File: config.mk
export PLATFORM = sky130hd
export DESIGN_NAME = hdlc_rx_deframer
export DESIGN_NICKNAME = d
export VERILOG_FILES = /design/src/rtl/hdlc_rx_pkg.sv /design/src/rtl/hdlc_rx_destuff.sv /design/src/rtl/hdlc_rx_crc.sv /design/src/rtl/hdlc_rx_framer.sv /design/src/rtl/hdlc_rx_deframer.sv
export SDC_FILE = /design/constraint.sdc
export NUM_CORES = 1
export LEC_CHECK = 0
export ABC_AREA = 1
export BUFFER_PORTS_ARGS = -buffer_cell sky130_fd_sc_hd__clkbuf_2
export CAP_MARGIN = 10
export CORE_ASPECT_RATIO = 0.9
export CORE_MARGIN = 5
export CORE_UTILIZATION = 65
export CTS_CLUSTER_SIZE = 8
export DETAILED_ROUTE_END_ITERATION = 10
export PLACE_DENSITY = 0.89
export SLEW_MARGIN = 5
export SYNTH_ARGS = -nofsm -noshare
export SYNTH_HDL_FRONTEND = slang
export SYNTH_HIERARCHICAL = 1
export SYNTH_SLANG_ARGS = --single-unit
export TNS_END_PERCENT = 50
File: constraint.sdc
create_clock -name clk -period 4.9 [get_ports clk]
set_clock_uncertainty 0.2 [all_clocks]
set_input_delay 0.98 -clock clk [delete_from_list [all_inputs] [get_ports clk]]
set_output_delay 0.98 -clock clk [all_outputs]
set_load 0.02 [all_outputs]
File: src/rtl/hdlc_rx_pkg.sv
package hdlc_rx_pkg;

    localparam int BYTE_W      = 8;
    localparam int FLAG_ONES   = 6;
    localparam int STUFF_ONES  = 5;
    localparam int FCS16_BYTES = 2;
    localparam int FCS32_BYTES = 4;

    localparam logic [15:0] CRC16_POLY = 16'h8408;
    localparam logic [15:0] CRC16_GOOD = 16'hF0B8;
    localparam logic [31:0] CRC32_POLY = 32'hEDB88320;
    localparam logic [31:0] CRC32_GOOD = 32'hDEBB20E3;

    typedef enum logic {ST_HUNT, ST_OPEN} rx_state_e;

    // one line event per strobed bit, at most one field set
    typedef struct packed {
        logic data;
        logic value;
        logic flag;
        logic abort;
    } bit_evt_t;

    typedef struct packed {
        logic              valid;
        logic [BYTE_W-1:0] data;
        logic              sof;
        logic              eof;
        logic              good;
    } rx_out_t;

    function automatic logic [15:0] crc16_step(input logic [15:0] c, input logic b);
        logic fb;
        fb = c[0] ^ b;
        return (c >> 1) ^ (fb ? CRC16_POLY : 16'h0000);
    endfunction

    function automatic logic [31:0] crc32_step(input logic [31:0] c, input logic b);
        logic fb;
        fb = c[0] ^ b;
        return (c >> 1) ^ (fb ? CRC32_POLY : 32'h0000_0000);
    endfunction

endpackage

File: src/rtl/hdlc_rx_destuff.sv
module hdlc_rx_destuff
    import hdlc_rx_pkg::*;
(
    input  logic     clk,
    input  logic     rst,
    input  logic     en,
    input  logic     bit_en,
    input  logic     bit_in,
    output bit_evt_t evt
);
    localparam int RUN_W = $clog2(FLAG_ONES + 2);
    localparam logic [RUN_W-1:0] RUN_FLAG  = RUN_W'(FLAG_ONES);
    localparam logic [RUN_W-1:0] RUN_STUFF = RUN_W'(STUFF_ONES);
    localparam logic [RUN_W-1:0] RUN_MAX   = RUN_W'(FLAG_ONES + 1);

    logic [RUN_W-1:0] ones_q;

    always_comb begin
        evt = '0;
        if (bit_en && en) begin
            if (bit_in) begin
                if (ones_q == RUN_FLAG) begin
                    evt.abort = 1'b1;
                end else if (ones_q < RUN_FLAG) begin
                    evt.data  = 1'b1;
                    evt.value = 1'b1;
                end
            end else begin
                if (ones_q == RUN_FLAG) begin
                    evt.flag = 1'b1;
                end else if (ones_q < RUN_STUFF) begin
                    evt.data  = 1'b1;
                    evt.value = 1'b0;
                end
            end
        end
    end

    always_ff @(posedge clk) begin
        if (rst || !en) begin
            ones_q <= '0;
        end else if (bit_en) begin
            if (!bit_in)
                ones_q <= '0;
            else if (ones_q != RUN_MAX)
                ones_q <= ones_q + 1'b1;
        end
    end

    a_r2_evt_exclusive: assert property (@(posedge clk) disable iff (rst)
        $onehot0({evt.data, evt.flag, evt.abort}));

    a_r6_run_holds: assert property (@(posedge clk) disable iff (rst)
        (!bit_en && en) |=> $stable(ones_q));

endmodule

File: src/rtl/hdlc_rx_crc.sv
module hdlc_rx_crc
    import hdlc_rx_pkg::*;
(
    input  logic clk,
    input  logic rst,
    input  logic clr,
    input  logic step,
    input  logic bit_in,
    input  logic sel32,
    output logic match
);
    logic [31:0] c_q;

    always_ff @(posedge clk) begin
        if (rst || clr) begin
            c_q <= '1;
        end else if (step) begin
            if (sel32)
                c_q <= crc32_step(c_q, bit_in);
            else
                c_q <= {c_q[31:16], crc16_step(c_q[15:0], bit_in)};
        end
    end

    always_comb begin
        if (sel32)
            match = (c_q == CRC32_GOOD);
        else
            match = (c_q[15:0] == CRC16_GOOD);
    end

    a_r3_no_step_on_clear: assert property (@(posedge clk) disable iff (rst)
        !(clr && step));

endmodule

File: src/rtl/hdlc_rx_framer.sv
module hdlc_rx_framer
    import hdlc_rx_pkg::*;
#(
    parameter int LEN_W = 4
) (
    input  logic     clk,
    input  logic     rst,
    input  logic     transparent,
    input  logic     crc32_sel,
    input  logic     bit_en,
    input  logic     bit_in,
    input  bit_evt_t evt,
    input  logic     crc_match,
    output logic     crc_clr,
    output logic     crc_step,
    output logic     crc_bit,
    output rx_out_t  out_q
);
    localparam int DLY   = FLAG_ONES + 1;
    localparam int CNT_W = $clog2(DLY + 1);
    localparam int BIT_W = $clog2(BYTE_W);
    localparam logic [CNT_W-1:0] DLY_FULL = CNT_W'(DLY);
    localparam logic [BIT_W-1:0] BIT_LAST = BIT_W'(BYTE_W - 1);
    localparam logic [LEN_W-1:0] MIN16    = LEN_W'(FCS16_BYTES + 1);
    localparam logic [LEN_W-1:0] MIN32    = LEN_W'(FCS32_BYTES + 1);

    rx_state_e         st_q;
    logic              mode_q;
    logic [DLY-1:0]    dly_q;
    logic [CNT_W-1:0]  dcnt_q;
    logic [BYTE_W-1:0] sh_q;
    logic [BIT_W-1:0]  bcnt_q;
    logic [LEN_W-1:0]  nbytes_q;
    logic [BYTE_W-1:0] held_q;
    logic              held_vld_q;
    logic              first_q;

    logic              mode_chg, framed, hdlc_push, commit, shift_en;
    logic              frame_rst, byte_done, len_ok, cbit;
    logic [BYTE_W-1:0] sh_next;
    logic [LEN_W-1:0]  min_len;
    rx_out_t           out_n;

    always_comb begin
        mode_chg  = (transparent != mode_q);
        framed    = !mode_chg && !transparent;
        hdlc_push = framed && (st_q == ST_OPEN) && evt.data;
        commit    = hdlc_push && (dcnt_q == DLY_FULL);
        shift_en  = commit || (!mode_chg && transparent && bit_en);
        frame_rst = mode_chg || (framed && (evt.flag || evt.abort));
        cbit      = transparent ? bit_in : dly_q[0];
        sh_next   = {cbit, sh_q[BYTE_W-1:1]};
        byte_done = (bcnt_q == BIT_LAST);
        min_len   = crc32_sel ? MIN32 : MIN16;
        len_ok    = (bcnt_q == '0) && (nbytes_q >= min_len);

        crc_step  = commit;
        crc_bit   = dly_q[0];
        crc_clr   = mode_chg || transparent || (st_q == ST_HUNT) || evt.flag || evt.abort;

        out_n = '0;
        if (!mode_chg && transparent && bit_en && byte_done) begin
            out_n.valid = 1'b1;
            out_n.data  = sh_next;
        end else if (framed && (st_q == ST_OPEN) && held_vld_q) begin
            out_n.data = held_q;
            out_n.sof  = first_q;
            if (evt.flag) begin
                out_n.valid = 1'b1;
                out_n.eof   = 1'b1;
                out_n.good  = crc_match && len_ok;
            end else if (evt.abort) begin
                out_n.valid = 1'b1;
                out_n.eof   = 1'b1;
            end else if (commit && byte_done) begin
                out_n.valid = 1'b1;
            end
        end
        if (!out_n.valid)
            out_n = '0;
    end

    always_ff @(posedge clk) begin
        if (rst) begin
            st_q       <= ST_HUNT;
            mode_q     <= 1'b0;
            dly_q      <= '0;
            dcnt_q     <= '0;
            sh_q       <= '0;
            bcnt_q     <= '0;
            nbytes_q   <= '0;
            held_q     <= '0;
            held_vld_q <= 1'b0;
            first_q    <= 1'b1;
            out_q      <= '0;
        end else begin
            out_q  <= out_n;
            mode_q <= transparent;

            if (mode_chg)
                st_q <= ST_HUNT;
            else if (framed && evt.flag)
                st_q <= ST_OPEN;
            else if (framed && evt.abort)
                st_q <= ST_HUNT;

            if (frame_rst) begin
                dcnt_q <= '0;
            end else if (hdlc_push) begin
                dly_q <= {evt.value, dly_q[DLY-1:1]};
                if (dcnt_q != DLY_FULL)
                    dcnt_q <= dcnt_q + 1'b1;
            end

            if (frame_rst) begin
                bcnt_q     <= '0;
                nbytes_q   <= '0;
                held_vld_q <= 1'b0;
                first_q    <= 1'b1;
            end else if (shift_en) begin
                sh_q   <= sh_next;
                bcnt_q <= bcnt_q + 1'b1;
                if (byte_done && !transparent) begin
                    held_q     <= sh_next;
                    held_vld_q <= 1'b1;
                    if (nbytes_q != '1)
                        nbytes_q <= nbytes_q + 1'b1;
                    if (held_vld_q)
                        first_q <= 1'b0;
                end
            end
        end
    end

    a_r6_out_after_strobe: assert property (@(posedge clk) disable iff (rst)
        out_q.valid |-> $past(bit_en));

    a_r8_plain_bytes: assert property (@(posedge clk) disable iff (rst)
        (out_q.valid && $past(transparent)) |-> (!out_q.sof && !out_q.eof && !out_q.good));

    a_r7_abort_bad: assert property (@(posedge clk) disable iff (rst)
        (out_q.valid && $past(evt.abort)) |-> (out_q.eof && !out_q.good));

    a_r9_no_empty_frame: assert property (@(posedge clk) disable iff (rst)
        ($past(evt.flag) && $past(nbytes_q == '0)) |-> !out_q.valid);

endmodule

File: src/rtl/hdlc_rx_deframer.sv
module hdlc_rx_deframer
    import hdlc_rx_pkg::*;
(
    input  logic              clk,
    input  logic              rst,
    input  logic              bit_en,
    input  logic              bit_in,
    input  logic              transparent,
    input  logic              crc32_sel,
    output logic              out_valid,
    output logic [BYTE_W-1:0] out_data,
    output logic              out_sof,
    output logic              out_eof,
    output logic              out_good
);
    bit_evt_t evt;
    logic     crc_clr, crc_step, crc_bit, crc_match;
    rx_out_t  out_r;

    hdlc_rx_destuff u_destuff (
        .clk    (clk),
        .rst    (rst),
        .en     (!transparent),
        .bit_en (bit_en),
        .bit_in (bit_in),
        .evt    (evt)
    );

    hdlc_rx_crc u_crc (
        .clk    (clk),
        .rst    (rst),
        .clr    (crc_clr),
        .step   (crc_step),
        .bit_in (crc_bit),
        .sel32  (crc32_sel),
        .match  (crc_match)
    );

    hdlc_rx_framer #(.LEN_W(4)) u_framer (
        .clk         (clk),
        .rst         (rst),
        .transparent (transparent),
        .crc32_sel   (crc32_sel),
        .bit_en      (bit_en),
        .bit_in      (bit_in),
        .evt         (evt),
        .crc_match   (crc_match),
        .crc_clr     (crc_clr),
        .crc_step    (crc_step),
        .crc_bit     (crc_bit),
        .out_q       (out_r)
    );

    assign out_valid = out_r.valid;
    assign out_data  = out_r.data;
    assign out_sof   = out_r.sof;
    assign out_eof   = out_r.eof;
    assign out_good  = out_r.good;

endmodule

## Word level (Yosys, flattened, before mapping)

Index checks and enable logic that the tools add are counted.
Widths: inputs -> output; s select.

- Logic and storage cells: 115
- Input port bits: 6
- Output and inout port bits: 12
- Bits in registers: 84

- Bitwise gates (word level): 8
- Magnitude comparators: 3
- Multiplexer cells: 29
- Add/sub/neg operators: 4
- Reduce and logical (&&, ||, !) cells: 43
- Equality and inequality tests: 10

Operators with widths:

| operator | number |
|---|---|
| $eq 32x32->1 const B | 1 |
| $mux 16 | 2 |
| $mux 32 | 1 |
| $xor 31x32->32 | 1 |
| $mux 12 | 2 |
| $eq 16x16->1 const B | 1 |
| $logic_and 1x1->1 | 16 |
| $xor 15x16->16 | 1 |
| $mux 1 | 13 |
| $mux 3 | 4 |
| $reduce_and 2->1 | 6 |
| $mux 2 | 5 |
| $add 3x1->3 const B | 3 |
| $eq 3x3->1 const B | 3 |
| $logic_or 1x1->1 | 9 |
| $mux 9 | 1 |
| $reduce_and 3->1 | 3 |
| $lt 3x3->1 const B | 2 |
| $ne 3x3->1 const B | 2 |
| $reduce_or 2->1 | 3 |
| $not 1->1 | 5 |
| $reduce_or 5->1 | 1 |
| $add 4x1->4 const B | 1 |
| $ge 4x4->1 | 1 |
| 9 further kinds | 10 |

## Logic depth before layout (Yosys ltp)

Gate-level depths: netlist (run 1).

- Depth in word-level cells: 15
- Depth in mapped cells: 13
- Depth with buffers taken out: 13

## Cells and area by module

The synthesis (run 1) kept the hierarchy.

Modules (own cells, without submodules):

| module | cells each | sequential area each (um2) | instances | area each (um2) |
|---|---|---|---|---|
| hdlc_rx_framer | 276 | 960.9 | 1 | 2070.7 |
| hdlc_rx_crc | 222 | 640.6 | 1 | 1512.7 |
| hdlc_rx_destuff | 41 | 60.1 | 1 | 241.5 |
| hdlc_rx_deframer | 1 | 0.0 | 1 | 3.8 |

## Worst setup path after synthesis (run 1)

OpenSTA, ideal clock, no wires.

- Path type: input -> register
- Start: input transparent
- End: register u_crc.c_q[25]
- Setup slack: 2541 ps
- Library setup time: 134 ps
- Path buffers: 1
- Required time: 4566 ps
- Arrival time: 2026 ps
- Cell stages on the path: 9
- Cells stage by stage: inv_1 > nand3_1 > a21oi_1 > nand4_1 > inv_1 > nand2_2 > inv_2 > buf_2 > o211ai_1

RTL lines:

| what | RTL line | source |
|---|---|---|
| start, declared | hdlc_rx_deframer.sv:8 | `input logic transparent,` |
| end signal, assigned | hdlc_rx_crc.sv:19 | `c_q <= crc32_step(c_q, bit_in);` |
| end signal, assigned | hdlc_rx_crc.sv:21 | `c_q <= {c_q[31:16], crc16_step(c_q[15:0], bit_in)};` |
| end, declared | hdlc_rx_crc.sv:12 | `logic [31:0] c_q;` |

==> results of run 1 <==
cell families after synthesis:
kind of cell,after synthesis,share of synthesized area [%]
compound gates,70,10.4
simple gates,289,32.5
xor+xnor,1,0.229
fa+ha+maj,13,4.25
flops,83,43.4
buf+inv,84,9.15
per-stage QoR:
step,cell area (µm²),hold WS [ns]
finish,4110,0.268
global route,4110,0.294
CTS,4100,0.261
detailed placement,3920,0.241
global placement,3920,0.237
floorplan,3830,0.207
worst paths after layout:
check	start	slack, ns	cells after the start	end
setup reg to reg	u_destuff/ones_q[0]	2.02	11	u_crc/c_q[20]
hold reg to reg	u_framer/first_q	0.27	2	u_framer/out_q[2]
hold / removal	u_framer/first_q	0.27	2	u_framer/out_q[2]
setup / recovery	transparent	1.92	10	u_crc/c_q[20]
metal layers:
metal  part of all wire [%]  vias up  routed length [µm]
li1                       -     1749                   -
met1                     46     1560                3670
met2                     48       84                3820
met3                    4.3       18                 341
met4                    2.2        0                 179
met5                      0        -                   0
cell usage in the layout (no fill, tap or decap), drive strengths merged:
master	Yosys	layout
nand2	147	147
dfxtp	83	83
nor2	82	82
inv	70	74
nand3	44	44
o21ai	34	34
clkbuf	5	26
o211ai	18	18
a21oi	16	16
ha	13	13
nand4	9	9
or2	4	4
clkinvlp	0	2
nor3	2	2
clkinv	0	1
buf	9	1
a31oi	1	1
nor3b	1	1
o31ai	1	1
xor2	1	1
sequential cells by signal, indices dropped and copies added, names as in the netlist:
signal               count
u_framer/held_vld_q      1
u_framer/out_q          12
u_framer/sh_q            7
u_framer/dcnt_q          3
u_framer/held_q          8
u_destuff/ones_q         3
u_framer/st_q            1
u_framer/first_q         1
u_framer/mode_q          1
u_framer/bcnt_q          3
u_framer/nbytes_q        4
u_crc/c_q               32
u_framer/dly_q           7
layout make-up:
type	instances	area, µm²	share of cell area, %
multi-input combinational	373	1820	44.2
sequential	83	1660	40.4
tap	70	87.6	2.13
timing repair buffer	18	100	2.43
clock buffer	9	124	3.01
clock inverter	7	57.6	1.40
inverter	70	263	6.39
report_power, final:
group	total [µW]	internal, µW	switching, µW	leakage [µW]
Sequential	678	676	2.25	0.000670
Combinational	38.7	11.0	27.7	0.00129
Clock	459	192	267	0.0000886
worst register-to-register path: stages (launching register included):
cell and delay [ns]:
dfxtp_1 0.38, inv_1 0.08, ha_1 0.19, nand2_1 0.13, nand2_1 0.06, a21oi_1 0.17
nand4_1 0.19, inv_1 0.52, nand2_2 0.33, inv_2 0.35, nand3_1 0.13, o211ai_1 0.10
==> results.cfg, run 1 <==
[clocking]
clkSlewWorstSetupHoldPaths_ns = 0.09
clkLatencyLatePin_ns = 0.37
cts_tree = built
h-tree-depth = 3
hold_buffers = 0
cts_buffer_depth = 2
post_cts_buffers = 0
cts.sinks = 83
cts_resized = 0
cts_root_buf = clkbuf_8
cts_made_buffers = 9

[hold_path]
worstHoldPathType = flop to flop

[logic_synthesis]
async_reset_ff_share_pct = 0
synth_ff_type = dfxtp_1
synth.top_cells.by_area = dfxtp_1 43%, nand2_1 14%, nor2_1 7.5%
yosys.cell_count.top_type = nand2_1
syn-cell-area_mm2 = 0.00383
yosys.area.top_type = dfxtp_1
synth_edf_count = 0
ys_seq_area_share_pct = 43.4
yosys.area.top_type_share_pct = 43.4
synth_warnings = 6
syn_avg_cell_area_um2 = 7.09
synthCells = 540
ys_ff_latch = 83
syn-num-nets = 559
netlist_top_cells_count = 140 x nand2_1, 83 x dfxtp_1, 77 x nor2_1
ys_types = 28

[grt]
grt-busiest-layer = met2
grt_overflow = 0
grtUsageMet2_pct = 36.8
grt_pass1_vias = 3210
use_met3_pct = 6.96
grt_antenna_before_repair = 0
grt_util_met1_pct = 26.5
grt_usage_pct = 22.0
grt_pass1_wl_um = 13900
grt_max_degree = 33

[setup_path]
crit_path_end_kind = flop
crit_path_max_fanout = 23
crit_buf_inv = 4
slowest_stage = inv_1
cpPeakStageDelay_ns = 0.52
cp_data_required_time_ns = 4.99
crit_family = buffers and inverters
arrival_ns = 3.07
path_cells = clkbuf_2 > inv_1 > nand3_1 > a21oi_1 > nand4_1 > inv_1 > nand2_2 > inv_2 > nand3_1 > o211ai_1
crit_type = input pin to flop
startpoint_type = input pin

[cells_and_area]
areaGrowthSynthToFinish_pct = 7.42
fillCellCount = 448
final_util_pct = 72.2
layout-drive-gt1-share_pct = 10.2
final_net_count = 574
antenna_cells = 0
stdcell_count = 630

[route]
first_pass_iters = 6
drc = 0
ant_nets = 0
wirelength_um = 8010
drtIter0Drc = 238
drt-vias-per-instance = 5.41
routedWlPerCell_um = 12.7
via_count = 3411

[floorplanning]
die_area_mm2 = 0.00753
fp-row-count = 26
dieHeight_um = 82.8
chipWidth_um = 90.9
io_pins = 18
core_area_mm2 = 0.00569
start_util_pct = 67.3

[place]
pre_cts_slack_ns = 1.56
portBuffers = 17
dp_hpwl_um = 5480
place.gp.congestion = 0.848
place_inst = 613

[timing]
rsz0062_at_grt = false
fmax_mhz = 335
setup_viol = 0
worst_slack_ns = 1.92
finalCritPeriodShare_pct = 60.9
final-hold-violation-count = 0
post-route-min-period_ns = 2.98
worst_pin_slew_ns = 0.649
slew_violations = 0
slew_headroom_pct = 56.7
fin_tns_setup_ns = 0

[run_status]
outcome = completed

[power]
p_leak_uw = 0.00205
p_total_uw = 1180
vdd_drop_max_uv = 250
pwr_density_cell_mw_per_mm2 = 286

[run]
maxCapViolCount = 0
Note: power is estimated with default switching activity, not from simulation.
==> run 2: changes to the inputs <==
--- a/config.mk
+++ b/config.mk
@@ -10,10 +10,10 @@
 export CAP_MARGIN = 10
 export CORE_ASPECT_RATIO = 0.9
 export CORE_MARGIN = 5
-export CORE_UTILIZATION = 65
+export CORE_UTILIZATION = 61
 export CTS_CLUSTER_SIZE = 8
 export DETAILED_ROUTE_END_ITERATION = 10
-export PLACE_DENSITY = 0.89
+export PLACE_DENSITY = 0.84
 export SLEW_MARGIN = 5
 export SYNTH_ARGS = -nofsm -noshare
 export SYNTH_HDL_FRONTEND = slang
==> constraint.sdc (replaced) <==
create_clock -name clk -period 2.8 [get_ports clk]
set_clock_uncertainty 0.2 [all_clocks]
set_input_delay 0.56 -clock clk [delete_from_list [all_inputs] [get_ports clk]]
set_output_delay 0.56 -clock clk [all_outputs]
set_load 0.02 [all_outputs]
==> run 2 against run 1 <==
Design area is 0.97% higher. Largest power group unchanged. Worst setup slack worse by 1.5 ns. Via count fell by 1.7%. Die area grew 5.8%. Register-to-register slack lost 1.6 ns. Power grew 80%. Largest cell class unchanged. Clock power increased by 88%.
==> results.cfg, run 2 (synthesis results as in run 1) <==
[power]
p_leak_uw = 0.00205
p_total_uw = 2120
vdd_drop_max_uv = 291
pwr_density_cell_mw_per_mm2 = 510

[grt]
grt_pass1_wl_um = 13200
grt_max_degree = 33
grt_pass1_vias = 3038
grt_overflow = 0
grt_usage_pct = 20.4
grt_antenna_before_repair = 0

[clocking]
cts_resized = 0
post_cts_buffers = 0
cts.sinks = 83
clkLatencyLatePin_ns = 0.35
clkSlewWorstSetupHoldPaths_ns = 0.09
hold_buffers = 0
cts_tree = built
h-tree-depth = 3
cts_made_buffers = 9
cts_root_buf = clkbuf_8
cts_buffer_depth = 2

[setup_path]
startpoint_type = flop
crit_path_end_kind = flop
arrival_ns = 2.44
reg2regPathDepth = 11
cp_data_required_time_ns = 2.87
crit_path_max_fanout = 19
crit_type = flop to flop

[floorplanning]
core_area_mm2 = 0.00611
die_area_mm2 = 0.00796
io_pins = 18
start_util_pct = 62.6
dieHeight_um = 85.2
chipWidth_um = 93.5
fp-row-count = 27

[cells_and_area]
layout-drive-gt1-share_pct = 10.2
final_util_pct = 67.9
layout_common_cells = 140 x nand2_1, 83 x dfxtp_1, 76 x nor2_1, 64 x inv_1, 43 x nand3_1
top_regs = u_crc/c_q: 32 flops, u_framer/out_q: 12 flops, u_framer/held_q: 8 flops
largest_register_ffs = 32
final_net_count = 575
antenna_cells = 0
largest-register = u_crc/c_q
final_common_cell = nand2_1
areaGrowthSynthToFinish_pct = 8.46

[route]
drt-vias-per-instance = 5.17
drtIter0Drc = 208
first_pass_iters = 5
ant_nets = 0
routedWlPerCell_um = 11.9
wirelength_um = 7710
via_count = 3352
drc = 0

[run_status]
outcome = completed

[place]
portBuffers = 17
place.gp.congestion = 0.838
dp_hpwl_um = 5380

[timing]
slew_violations = 0
slew_headroom_pct = 58.3
setup_viol = 0
rsz0062_at_grt = false
fin_tns_setup_ns = 0
final-hold-violation-count = 0
finalCritPeriodShare_pct = 84.9
worst_pin_slew_ns = 0.623
fmax_mhz = 421
post-route-min-period_ns = 2.38

[hold_path]
min_delay_path_depth = 2
worstHoldPathType = flop to flop

[run]
maxCapViolCount = 0
-- run 2: changes by cell type in the layout (fill, tap and decap cells not counted), sizes merged --
| cell | before | now |
|---|---|---|
| clkinvlp | 2 | 3 |
| inv | 74 | 72 |
| clkinv | 1 | 0 |
| bufinv | 0 | 1 |
| buf | 1 | 2 |
| clkbuf | 26 | 27 |
-- run 2: per-stage QoR --
step                      worst slack [ns]  hold slack, ns  area, µm²  std cells
final                                0.424           0.254       4150        648
after floorplan                      0.826           0.207       3830        540
after detailed placement             0.341           0.242       3950        632
after CTS                            0.420           0.258       4150        648
after global routing                 0.209           0.277       4150        648
after global placement               0.421           0.235       3950        632
-- run 2: metal layers --
layer | GRT usage [%] | share of wire (%) | vias up
met5 | 0 | 0 | -
met4 | 6.26 | 1.1 | 0
met3 | 6.12 | 4.9 | 7
met2 | 33.4 | 47 | 81
met1 | 25.8 | 47 | 1516
li1 | - | - | 1748
-- run 2: area by class of cell --
cell class              count  area, µm²
repair buffers             19        100
clock buffers              10        128
flip-flops and latches     83       1660
fillers                   508       1960
multi-input cells         373       1820
clock inverters             6       72.6
inverters                  70        263
well taps                  87        109
-- run 2: critical path: stages (launching register included) --
cell and delay (ns):
dfxtp_1 0.38, inv_1 0.08, ha_1 0.19, nand2_1 0.10, nand2_1 0.06, a21oi_1 0.17, nand4_1 0.18, inv_1 0.21
nand2_2 0.21, inv_2 0.30, nand3_1 0.12, o211ai_1 0.10
-- run 2: power by group --
group          internal [µW]  total, µW  switching [µW]
Clock                    421        865             443
Sequential              1180       1190            3.93
Combinational           19.3       67.7            48.4
-- run 2: worst paths after layout --
check / from / endpoint / slack, ns
worst min register to register: u_framer/first_q / u_framer/out_q[2] / 0.25
worst min-delay path: u_framer/first_q / u_framer/out_q[2] / 0.25
worst max-delay path: u_destuff/ones_q[0] / u_crc/c_q[21] / 0.42
worst max register to register: u_destuff/ones_q[0] / u_crc/c_q[21] / 0.42
